[src/rtl/rsp_pkg.sv]
// Shared types and the check-code step for the slave response decoder.
// Assumes a 4-bit check code over polynomial x^4+x^2+x+1, shifted MSB first.
package rsp_pkg;

    typedef enum logic [3:0] {
        S_IDLE, S_TAR, S_WAIT, S_ID, S_CODE, S_DATA, S_IRQ, S_DMA, S_CRC
    } rsp_state_e;

    typedef enum logic [2:0] {
        RK_NONE     = 3'd0,
        RK_ACK      = 3'd1,
        RK_ACK_DATA = 3'd2,
        RK_BUSY     = 3'd3,
        RK_ADDR_ERR = 3'd4,
        RK_CRC_ERR  = 3'd5,
        RK_IPOLL    = 3'd6
    } rsp_kind_e;

    // One Galois step of the 4-bit check code with one input bit.
    function automatic logic [3:0] crc4_step(input logic [3:0] c, input logic b);
        logic fb;
        fb = c[3] ^ b;
        return {c[2], c[1] ^ fb, c[0] ^ fb, fb};
    endfunction

endpackage

[src/rtl/rsp_line_sampler.sv]
// Brings the asynchronous link clock and data line into the system clock
// domain and emits one slot strobe per falling edge of the link clock,
// with the bit value already inverted (line low means 1).
// Assumes the link clock half period spans several system clocks.
module rsp_line_sampler #(
    parameter int SYNC_STAGES = 2
) (
    input  logic clk,
    input  logic rst_n,
    input  logic lnk_clk,
    input  logic lnk_line,
    output logic slot_tick,
    output logic slot_bit
);
    localparam int MSB = SYNC_STAGES - 1;

    logic [MSB:0] ck_sync;
    logic [MSB:0] ln_sync;
    logic         ck_last;

    // Synchroniser chains, one flop per stage, built per stage.
    for (genvar g = 0; g < SYNC_STAGES; g++) begin : g_stage
        if (g == 0) begin : g_first
            // First stage captures the raw pins.
            always_ff @(posedge clk) begin
                if (!rst_n) begin
                    ck_sync[0] <= 1'b0;
                    ln_sync[0] <= 1'b1;
                end else begin
                    ck_sync[0] <= lnk_clk;
                    ln_sync[0] <= lnk_line;
                end
            end
        end else begin : g_next
            // Later stages follow the previous stage.
            always_ff @(posedge clk) begin
                if (!rst_n) begin
                    ck_sync[g] <= 1'b0;
                    ln_sync[g] <= 1'b1;
                end else begin
                    ck_sync[g] <= ck_sync[g-1];
                    ln_sync[g] <= ln_sync[g-1];
                end
            end
        end
    end

    // Falling-edge detector and inverted bit capture.
    always_ff @(posedge clk) begin
        if (!rst_n) begin
            ck_last   <= 1'b0;
            slot_tick <= 1'b0;
            slot_bit  <= 1'b0;
        end else begin
            ck_last   <= ck_sync[MSB];
            slot_tick <= ck_last & ~ck_sync[MSB];
            slot_bit  <= ~ln_sync[MSB];
        end
    end

    // a falling edge yields a single-cycle strobe.
    p_tick_isolated_r2: assert property (@(posedge clk) disable iff (!rst_n)
        slot_tick |=> !slot_tick);

endmodule

[src/rtl/rsp_crc4.sv]
// Accumulates the 4-bit check code over the bits of a reply frame.
// Assumes clear and advance may coincide: the cleared value is then stepped.
module rsp_crc4 (
    input  logic       clk,
    input  logic       rst_n,
    input  logic       clr,
    input  logic       adv,
    input  logic       din,
    output logic [3:0] crc
);
    import rsp_pkg::*;

    logic [3:0] base;

    // Select the starting value for this step.
    always_comb base = clr ? 4'd0 : crc;

    // Register the running check code.
    always_ff @(posedge clk) begin
        if (!rst_n)   crc <= 4'd0;
        else if (adv) crc <= crc4_step(base, din);
        else if (clr) crc <= 4'd0;
    end

    // the code is frozen when no bit is fed.
    p_crc_hold_r9: assert property (@(posedge clk) disable iff (!rst_n)
        (!adv && !clr) |=> $stable(crc));

endmodule

[src/rtl/rsp_busy_tracker.sv]
// Counts consecutive busy replies from the addressed slave.
// Assumes upd pulses once per completed reply; brk has priority.
module rsp_busy_tracker #(
    parameter int CNT_W = 8
) (
    input  logic             clk,
    input  logic             rst_n,
    input  logic             upd,
    input  logic             matched,
    input  logic             is_busy,
    input  logic             brk,
    output logic [CNT_W-1:0] count
);
    localparam logic [CNT_W-1:0] CNT_MAX = '1;

    // Increment, clear or hold the busy run length.
    always_ff @(posedge clk) begin
        if (!rst_n) count <= '0;
        else if (brk) count <= '0;
        else if (upd && matched) begin
            if (!is_busy)              count <= '0;
            else if (count != CNT_MAX) count <= count + 1'b1;
        end
    end

    p_busy_clear_r11: assert property (@(posedge clk) disable iff (!rst_n)
        brk |=> (count == '0));
    p_busy_step_r11: assert property (@(posedge clk) disable iff (!rst_n)
        (!brk && upd && matched && is_busy && count != CNT_MAX)
            |=> (count == $past(count) + 1'b1));
    p_busy_hold_r11: assert property (@(posedge clk) disable iff (!rst_n)
        (!brk && !(upd && matched)) |=> $stable(count));

endmodule

[src/rtl/slv_rsp_decoder.sv]
// Decodes the slave's reply on the serial management link after a master
// command. Counts turnaround slots, hunts for the start bit with a bounded
// wait, then parses the ID, response code, payload and check code.
// Assumes cmd_* inputs are valid in the cycle cmd_end pulses.
module slv_rsp_decoder #(
    parameter int SYNC_STAGES = 2,
    parameter int TAR_SLOTS   = 3,
    parameter int WAIT_SLOTS  = 256,
    parameter int BUSY_W      = 8
) (
    input  logic              clk,
    input  logic              rst_n,
    input  logic              lnk_clk,
    input  logic              lnk_line,
    input  logic              brk,
    input  logic              cmd_end,
    input  logic [1:0]        cmd_slave,
    input  logic              cmd_read,
    input  logic [1:0]        cmd_size,
    input  logic              cmd_ipoll,
    output logic [2:0]        rsp_kind,
    output logic [1:0]        rsp_slave,
    output logic [31:0]       rsp_data,
    output logic [1:0]        irq_field,
    output logic [2:0]        dma_field,
    output logic              crc_ok,
    output logic              id_mismatch,
    output logic              done,
    output logic              timeout,
    output logic [BUSY_W-1:0] busy_count
);
    import rsp_pkg::*;

    localparam int DATA_W = 32;
    localparam int WAIT_W = $clog2(WAIT_SLOTS);
    localparam int CW     = (WAIT_W > 5) ? WAIT_W : 5;
    localparam logic [CW-1:0] TAR_LAST  = CW'(TAR_SLOTS - 1);
    localparam logic [CW-1:0] WAIT_LAST = CW'(WAIT_SLOTS - 1);

    rsp_state_e       st;
    logic [CW-1:0]    cnt;
    logic             s_tick, s_bit;
    logic [1:0]       p_slave, p_size;
    logic             p_read, p_ipoll;
    logic [1:0]       w_id;
    logic             code0;
    rsp_kind_e        w_kind;
    logic [DATA_W-1:0] w_data;
    logic [1:0]       w_irq;
    logic [2:0]       w_dma;
    logic [2:0]       w_crc;
    logic [3:0]       crc_calc;
    logic             crc_clr, crc_adv, fin, id_hit;
    logic [CW-1:0]    len_last;

    rsp_line_sampler #(.SYNC_STAGES(SYNC_STAGES)) u_samp (
        .clk(clk), .rst_n(rst_n), .lnk_clk(lnk_clk), .lnk_line(lnk_line),
        .slot_tick(s_tick), .slot_bit(s_bit)
    );

    rsp_crc4 u_crc (
        .clk(clk), .rst_n(rst_n), .clr(crc_clr), .adv(crc_adv),
        .din(s_bit), .crc(crc_calc)
    );

    rsp_busy_tracker #(.CNT_W(BUSY_W)) u_busy (
        .clk(clk), .rst_n(rst_n), .upd(fin), .matched(id_hit),
        .is_busy(w_kind == RK_BUSY), .brk(brk), .count(busy_count)
    );

    // Slot-level control strobes for the check code and the busy tracker.
    always_comb begin
        id_hit  = (w_id == p_slave);
        crc_clr = s_tick && !brk && !cmd_end && st == S_WAIT && s_bit;
        crc_adv = s_tick && !brk && !cmd_end &&
                  (crc_clr || st == S_ID || st == S_CODE ||
                   st == S_DATA || st == S_IRQ || st == S_DMA);
        fin     = s_tick && !brk && !cmd_end && st == S_CRC && cnt == CW'(3);
    end

    // Index of the last data bit for the latched size code.
    always_comb begin
        case (p_size)
            2'd0:    len_last = CW'(7);
            2'd1:    len_last = CW'(15);
            default: len_last = CW'(31);
        endcase
    end

    // Frame sequencer: one transition per bit slot, break and command first.
    always_ff @(posedge clk) begin
        if (!rst_n) begin
            st          <= S_IDLE;
            cnt         <= '0;
            p_slave     <= '0;
            p_size      <= '0;
            p_read      <= 1'b0;
            p_ipoll     <= 1'b0;
            w_id        <= '0;
            code0       <= 1'b0;
            w_kind      <= RK_NONE;
            w_data      <= '0;
            w_irq       <= '0;
            w_dma       <= '0;
            w_crc       <= '0;
            rsp_kind    <= 3'd0;
            rsp_slave   <= '0;
            rsp_data    <= '0;
            irq_field   <= '0;
            dma_field   <= '0;
            crc_ok      <= 1'b0;
            id_mismatch <= 1'b0;
            done        <= 1'b0;
            timeout     <= 1'b0;
        end else begin
            done    <= 1'b0;
            timeout <= 1'b0;
            if (brk) begin
                st <= S_IDLE;
            end else if (cmd_end) begin
                st      <= S_TAR;
                cnt     <= '0;
                p_slave <= cmd_slave;
                p_size  <= cmd_size;
                p_read  <= cmd_read;
                p_ipoll <= cmd_ipoll;
            end else if (s_tick) begin
                case (st)
                    S_TAR: begin
                        if (cnt == TAR_LAST) begin
                            st  <= S_WAIT;
                            cnt <= '0;
                        end else cnt <= cnt + 1'b1;
                    end
                    S_WAIT: begin
                        if (s_bit) begin
                            st  <= S_ID;
                            cnt <= '0;
                        end else if (cnt == WAIT_LAST) begin
                            timeout <= 1'b1;
                            st      <= S_IDLE;
                        end else cnt <= cnt + 1'b1;
                    end
                    S_ID: begin
                        w_id <= {s_bit, w_id[1]};
                        if (cnt[0]) begin
                            st  <= S_CODE;
                            cnt <= '0;
                        end else cnt <= CW'(1);
                    end
                    S_CODE: begin
                        if (cnt == '0) begin
                            if (p_ipoll && id_hit && !s_bit) begin
                                w_kind <= RK_IPOLL;
                                st     <= S_IRQ;
                            end else begin
                                code0 <= s_bit;
                                cnt   <= CW'(1);
                            end
                        end else begin
                            cnt <= '0;
                            case ({code0, s_bit})
                                2'b00: w_kind <= p_read ? RK_ACK_DATA : RK_ACK;
                                2'b01: w_kind <= RK_BUSY;
                                2'b10: w_kind <= RK_ADDR_ERR;
                                default: w_kind <= RK_CRC_ERR;
                            endcase
                            if (!code0 && !s_bit && p_read) begin
                                w_data <= '0;
                                st     <= S_DATA;
                            end else st <= S_CRC;
                        end
                    end
                    S_DATA: begin
                        w_data <= {w_data[DATA_W-2:0], s_bit};
                        if (cnt == len_last) begin
                            st  <= S_CRC;
                            cnt <= '0;
                        end else cnt <= cnt + 1'b1;
                    end
                    S_IRQ: begin
                        w_irq <= {w_irq[0], s_bit};
                        if (cnt == CW'(1)) begin
                            st  <= S_DMA;
                            cnt <= '0;
                        end else cnt <= cnt + 1'b1;
                    end
                    S_DMA: begin
                        w_dma <= {w_dma[1:0], s_bit};
                        if (cnt == CW'(2)) begin
                            st  <= S_CRC;
                            cnt <= '0;
                        end else cnt <= cnt + 1'b1;
                    end
                    S_CRC: begin
                        w_crc <= {w_crc[1:0], s_bit};
                        if (cnt == CW'(3)) begin
                            st          <= S_IDLE;
                            done        <= 1'b1;
                            crc_ok      <= ({w_crc, s_bit} == crc_calc);
                            rsp_kind    <= w_kind;
                            rsp_slave   <= w_id;
                            id_mismatch <= !id_hit;
                            rsp_data    <= (w_kind == RK_ACK_DATA) ? w_data : '0;
                            irq_field   <= (w_kind == RK_IPOLL) ? w_irq : '0;
                            dma_field   <= (w_kind == RK_IPOLL) ? w_dma : '0;
                        end else cnt <= cnt + 1'b1;
                    end
                    default: ;
                endcase
            end
        end
    end

    // completion is a single-cycle pulse.
    p_done_pulse_r10: assert property (@(posedge clk) disable iff (!rst_n)
        done |=> !done);
    // published reply holds between completions.
    p_hold_outputs_r10: assert property (@(posedge clk) disable iff (!rst_n)
        !done |-> ($stable(rsp_kind) && $stable(rsp_data) && $stable(crc_ok)));
    // a timeout never coincides with a completion and only ends a search.
    p_timeout_excl_r4: assert property (@(posedge clk) disable iff (!rst_n)
        !(done && timeout));
    p_timeout_from_wait_r4: assert property (@(posedge clk) disable iff (!rst_n)
        timeout |-> ($past(st) == S_WAIT));
    // a break leaves the sequencer idle with no completion.
    p_brk_idle_r12: assert property (@(posedge clk) disable iff (!rst_n)
        brk |=> (st == S_IDLE && !done));
    // only defined reply codes are published.
    p_kind_legal_r6: assert property (@(posedge clk) disable iff (!rst_n)
        rsp_kind != 3'd7);

endmodule

[config.mk]
export PLATFORM = sky130hd
export DESIGN_NAME = slv_rsp_decoder
export DESIGN_NICKNAME = d
export VERILOG_FILES = /design/src/rtl/rsp_pkg.sv /design/src/rtl/rsp_line_sampler.sv /design/src/rtl/rsp_crc4.sv /design/src/rtl/rsp_busy_tracker.sv /design/src/rtl/slv_rsp_decoder.sv
export SDC_FILE = /design/constraint.sdc
export NUM_CORES = 1
export LEC_CHECK = 0
export BUFFER_PORTS_ARGS = -buffer_cell sky130_fd_sc_hd__buf_2
export CAP_MARGIN = 10
export CORE_MARGIN = 1.5
export CORE_UTILIZATION = 40
export CTS_CLUSTER_DIAMETER = 80
export DETAILED_ROUTE_END_ITERATION = 6
export SKIP_CTS_REPAIR_TIMING = 1
export SLEW_MARGIN = 5
export SYNTH_ARGS = -nofsm -noshare
export SYNTH_HDL_FRONTEND = slang
export SYNTH_SLANG_ARGS = --single-unit
[constraint.sdc]
create_clock -name clk -period 2.55 [get_ports clk]
set_clock_uncertainty 0.05 [all_clocks]
set_input_delay 0 -clock clk [delete_from_list [all_inputs] [get_ports clk]]
set_output_delay 0 -clock clk [all_outputs]
set_load 0.01 [all_outputs]
Word-level counts from Yosys, hierarchy flattened
Index checks and enable logic that the tools add are counted.

Bits in registers: 129. Latch bits: 0. Bits in writable memories: 0. Bits in read-only memories: 0. Input port bits: 12. Output and inout bits: 54. Logic and storage cells: 183. Memories: 0.

$add $sub $neg: 2. Multiply operators: 0. Div/mod/pow operators: 0. $lt $le $gt $ge: 0. Eq/ne operators: 45. Shifts and indexed selects: 0. Multiplexer cells: 43. Bitwise gates (word level): 13. Reduce and logical (&&, ||, !) cells: 48.

Operator list (number): 2-to-1 mux 32 bit (3); 2-to-1 mux 8 bit (12); case mux 32 bit (2 select lines) (1); case mux 8 bit (7 select lines) (1); 2-to-1 mux 4 bit (13); case mux 4 bit (8 select lines) (1); AND reduction 10 bit (2); AND reduction 6 bit (3); adder 8 x 1 -> 8 bit, second input constant (2); == test 4 x 3 -> 1 bit, second input constant (4); == test 8 x 2 -> 1 bit, second input constant (2); AND reduction 4 bit (4); nonzero test 8 bit (2); inequality test 3 x 2 -> 1 bit, second input constant (5); logical AND 1 bit (12); inequality test 2 x 1 -> 1 bit, second input constant (6); case mux 5 bit (2 select lines) (1); AND reduction 5 bit (2); 2-to-1 mux 3 bit (3); inequality test 3 bit, second input constant (3); NOT 1 bit (9); case mux 3 bit (3 select lines) (1); nonzero test 9 bit (1); == test 4 x 2 -> 1 bit, second input constant (2); other kinds (31) (56).

Longest topological paths before layout
Depth after elaboration: 12. Depth in mapped cells: 9. Depth with buffers taken out: 9.

By module
From an unflattened synthesis, not the netlist that was laid out.

Cell total of the unflattened synthesis: 698. Area, all modules: 5828.1 µm².

By module, submodules not included: slv_rsp_decoder (instances 1, cells each 598, area an instance 4926.0 µm², sequential area each 2202.1 µm²); rsp_busy_tracker (instances 1, cells each 59, area an instance 474.2 µm², sequential area each 160.2 µm²); rsp_crc4 (instances 1, cells each 27, area an instance 237.7 µm², sequential area each 80.1 µm²); rsp_line_sampler (instances 1, cells each 14, area an instance 190.2 µm², sequential area each 140.1 µm²).

Worst setup path after synthesis
OpenSTA, ideal clock, no wires.

Path kind: flip-flop to flip-flop. Start: reg cnt[0]. End: reg u_busy.count[5]. Setup time: 0.124 ns. Data arrival time: 2.216 ns. Slack: 0.160 ns. Cell stages (with the launch flop): 9. Buffers on the path: 0. Clock period less this slack: 2.390 ns. Cell sequence: dfxtp_1 ha_1 nor4b_2 nand4_4 a311oi_4 and4_4 nand3_1 xor2_1 nor2_2.

Cells in the longest elaborated chain, start to end: 4.

RTL lines: from (decl) (RTL line slv_rsp_decoder.sv:41) `logic [CW-1:0] cnt;`; from (signal assigned) (RTL line slv_rsp_decoder.sv:133) `end else cnt <= cnt + 1'b1;`; from (signal assigned) (RTL line slv_rsp_decoder.sv:142) `end else cnt <= cnt + 1'b1;`; from (signal assigned) (RTL line slv_rsp_decoder.sv:179) `end else cnt <= cnt + 1'b1;`; == test 8 x 2 -> 1 bit (RTL line slv_rsp_decoder.sv:78) `fin = s_tick && !brk && !cmd_end && st == S_CRC && cnt == CW'(3);`; logical AND 1 bit (RTL line slv_rsp_decoder.sv:78); logical AND 1 bit (RTL line rsp_busy_tracker.sv:20) `else if (upd && matched) begin`; AND reduction 2 bit (no source line); to (signal assigned) (RTL line rsp_busy_tracker.sv:22) `else if (count != CNT_MAX) count <= count + 1'b1;`; to (decl) (RTL line rsp_busy_tracker.sv:12) `output logic [CNT_W-1:0] count`.

Every way passes these cells. A chain may end at the register's enable or synchronous reset.

Final worst setup path
Start: reg cnt[1]. End: reg cnt[5].

Cells in the longest elaborated chain, start to end: 6. Elaborated cells on any way between the ends: 21.

RTL lines: adder 8 x 1 -> 8 bit; 2-to-1 mux 8 bit (RTL line slv_rsp_decoder.sv:139) `end else if (cnt == WAIT_LAST) begin`; 2-to-1 mux 8 bit (RTL line slv_rsp_decoder.sv:136) `if (s_bit) begin`; case mux 8 bit (7 select lines) (RTL line slv_rsp_decoder.sv:128) `case (st)`; 2-to-1 mux 8 bit (RTL line slv_rsp_decoder.sv:127) `end else if (s_tick) begin`; 2-to-1 mux 8 bit (RTL line slv_rsp_decoder.sv:120) `end else if (cmd_end) begin`.

Parallel ways exist; a longest one is shown, timed or not. The select of a mux whose other input is x is not followed.

==> results.json <==
{
  "final_antenna_net_count": 0,
  "startpoint": "cnt[1]",
  "globalRouteOverflowTotal": 0,
  "yosysWarnings": 0,
  "numCtsBuffers": 17,
  "max-vdd-ir-drop_mv": 0.423,
  "cts_root_buf": "clkbuf_16",
  "dr.pass1.iters": 7,
  "yosysMostFrequentCell": "dfxtp_1",
  "cp_max_fo": 7,
  "yosys.area.top_type_share_pct": 45.6,
  "drv_cap": 0,
  "power_density_nw_per_um2": 667,
  "die_h_um": 122,
  "finalSetupViolCount": 0,
  "critical_path_required_ns": 2.81,
  "grt_max_degree": 118,
  "outcome": "finished clean",
  "grt_pass1_wl_um": 22700,
  "tightest_slew_ns": 0.908,
  "yosysTopAreaCell": "dfxtp_1",
  "syn-cell-area_um2": 5660,
  "async_flop_share_pct": 0,
  "wl_per_cell_um": 15.1,
  "antenna_found_initial": 0,
  "core.rowCount": 43,
  "layout-drive-gt1-share_pct": 19.9,
  "final_hold_viol_count": 0,
  "min_path_cells": 5,
  "slew_headroom_pct": 39.5,
  "num-nets-final": 729,
  "avgSynthCellArea_um2": 8.98,
  "reg2reg_setup_slack_ns": 0.16,
  "grt.total_usage_pct": 19.4,
  "drt_iter0_markers": 330,
  "antennaDiodeCount": 0,
  "drc": 0,
  "path_clk_slew_ns": 0.06,
  "htreeDepth": 4,
  "design.core.area_um2": 13800,
  "die_w_um": 122,
  "gp_congestion": 0.870,
  "power_leakage_nw": 2.63,
  "clock_latency_ns": 0.42,
  "synth_flop_cell": "dfxtp_1",
  "numPortBuffers": 65,
  "synth_cell_types": 61,
  "dpl_cell_area_um2": 6280,
  "r2r_start": "cnt[1]",
  "holdPathEnd": "cnt[0]",
  "timing.rr.end": "cnt[5]",
  "synth_edf_count": 0,
  "syn_inst": 630,
  "synth_common_cells": "dfxtp_1 (129), nand2_1 (77), nand3_1 (58)",
  "grt_pass1_vias": 4510,
  "start_util_pct": 40.9,
  "fmax_mhz": 419,
  "clkSinkCount": 129,
  "ff2ff_path_depth": 9,
  "fin_crit_ns": 2.39,
  "num_io_pins": 66,
  "cp.arrival_ns": 2.65,
  "design_area_um2": 6990,
  "min_period_over_period_pct": 93.6,
  "ys_top_cells_by_area": "dfxtp_1 (46%), a21boi_0 (6.2%), nor2b_1 (5.7%)",
  "synth.net_count": 647,
  "tritoncts": "yes",
  "critPathCaptureType": "register",
  "design.die.area_um2": 14900,
  "ys_ff_latch": 129,
  "drv_slew": 0,
  "min_path_type": "in2reg",
  "vias_per_cell": 5.34,
  "syn_to_final_growth_pct": 23.6,
  "min_from": "brk",
  "synth-seq-area-share_pct": 45.6,
  "clk_path_buf_depth": 2,
  "worstSetupPathType": "reg2reg",
  "routed_wl_um": 13600,
  "final.setup.tns_ns": 0,
  "vias": 4829,
  "grt_setup_unrepaired": "no",
  "cp-start-kind": "register",
  "post-dp-hpwl_um": 9170
}
-- where the power goes --
group          total, mW  internal [mW]  switching, mW
combinational      0.151         0.0717         0.0793
clock               2.48           1.56          0.914
sequential          2.04           2.03         0.0102
total               4.66           3.66           1.00
-- flip-flops by register name (all words and copies together) (netlist names), 4 cells and up --
register / count
rsp_data: 32
u_crc.crc: 4
w_data: 32
u_busy.count: 8
st: 4
cnt: 8
-- area by class of cell --
| type | instances | area (um^2) |
|---|---|---|
| fill | 1298 | 6840 |
| sequential | 129 | 2580 |
| multi-input combinational | 451 | 2890 |
| timing repair buffer | 106 | 671 |
| clock buffer | 19 | 443 |
| tap | 180 | 225 |
| inverter | 7 | 26.3 |
| clock inverter | 13 | 158 |
-- cells in the final DEF, fill, tap and decap left out, types with 13 or more instances in the layout --
cell type and instances:
a21boi_0 47, nor2b_1 52, mux2i_1 16, nand3_1 58
a21oi_1 13, buf_2 65, clkbuf_16 17, buf_4 30
dfxtp_1 129, nor2_1 20, nand2_1 76, a22oi_1 33
-- critical path: stages, from the launching register on --
cell and delay (ns):
dfxtp_1 0.34, inv_1 0.10, ha_1 0.17, or4b_4 0.47, o31ai_2 0.19, a221oi_1 0.11, o311a_1 0.43, o21ai_0 0.12
nand2_1 0.07, a31o_2 0.23
-- worst max-delay path by stage --
stage	end	cells past startpoint
5_1_grt	cnt[7]	9
6_report	cnt[5]	9
3_5_place_dp	cnt[5]	9
2_1_floorplan	u_busy.count[5]	8
4_1_cts	cnt[5]	9
3_3_place_gp	cnt[5]	9
-- routing by layer --
metal  track usage, %  vias to the layer above  wire [um]
li1                 -                     2404          -
met1             26.8                     2303       6560
met2             29.0                      102       6240
met3             4.59                       20        605
met4             7.87                        0        214
met5                0                        -          0
-- kinds of logic (layout without fill, tap and decap cells) --
kind of cell,Yosys count,count (layout),synth area share (%)
xor+xnor,17,17,2.63
mux,16,16,2.83
compound gates,140,140,18.3
simple gates,273,273,25.7
flops,129,129,45.6
buf+inv,50,145,3.80
fa+ha+maj,5,5,1.11
-- through the flow --
step | total power, mW | instances | setup WS (ns) | util (%) | hold slack [ns]
after global routing | 4.82 | 905 | 0.0238 | 50.6 | 0.0796
after detailed placement | 2.22 | 863 | 0.117 | 45.4 | 0.136
after floorplan | 2.17 | 630 | 0.160 | - | 0.0293
final | 4.66 | 905 | 0.163 | 50.6 | 0.0567
after CTS | 4.70 | 895 | 0.0900 | 49.8 | -0.303
after global placement | 2.22 | 863 | 0.177 | 45.4 | 0.135
No activity file was read; power rests on OpenSTA's default activity.
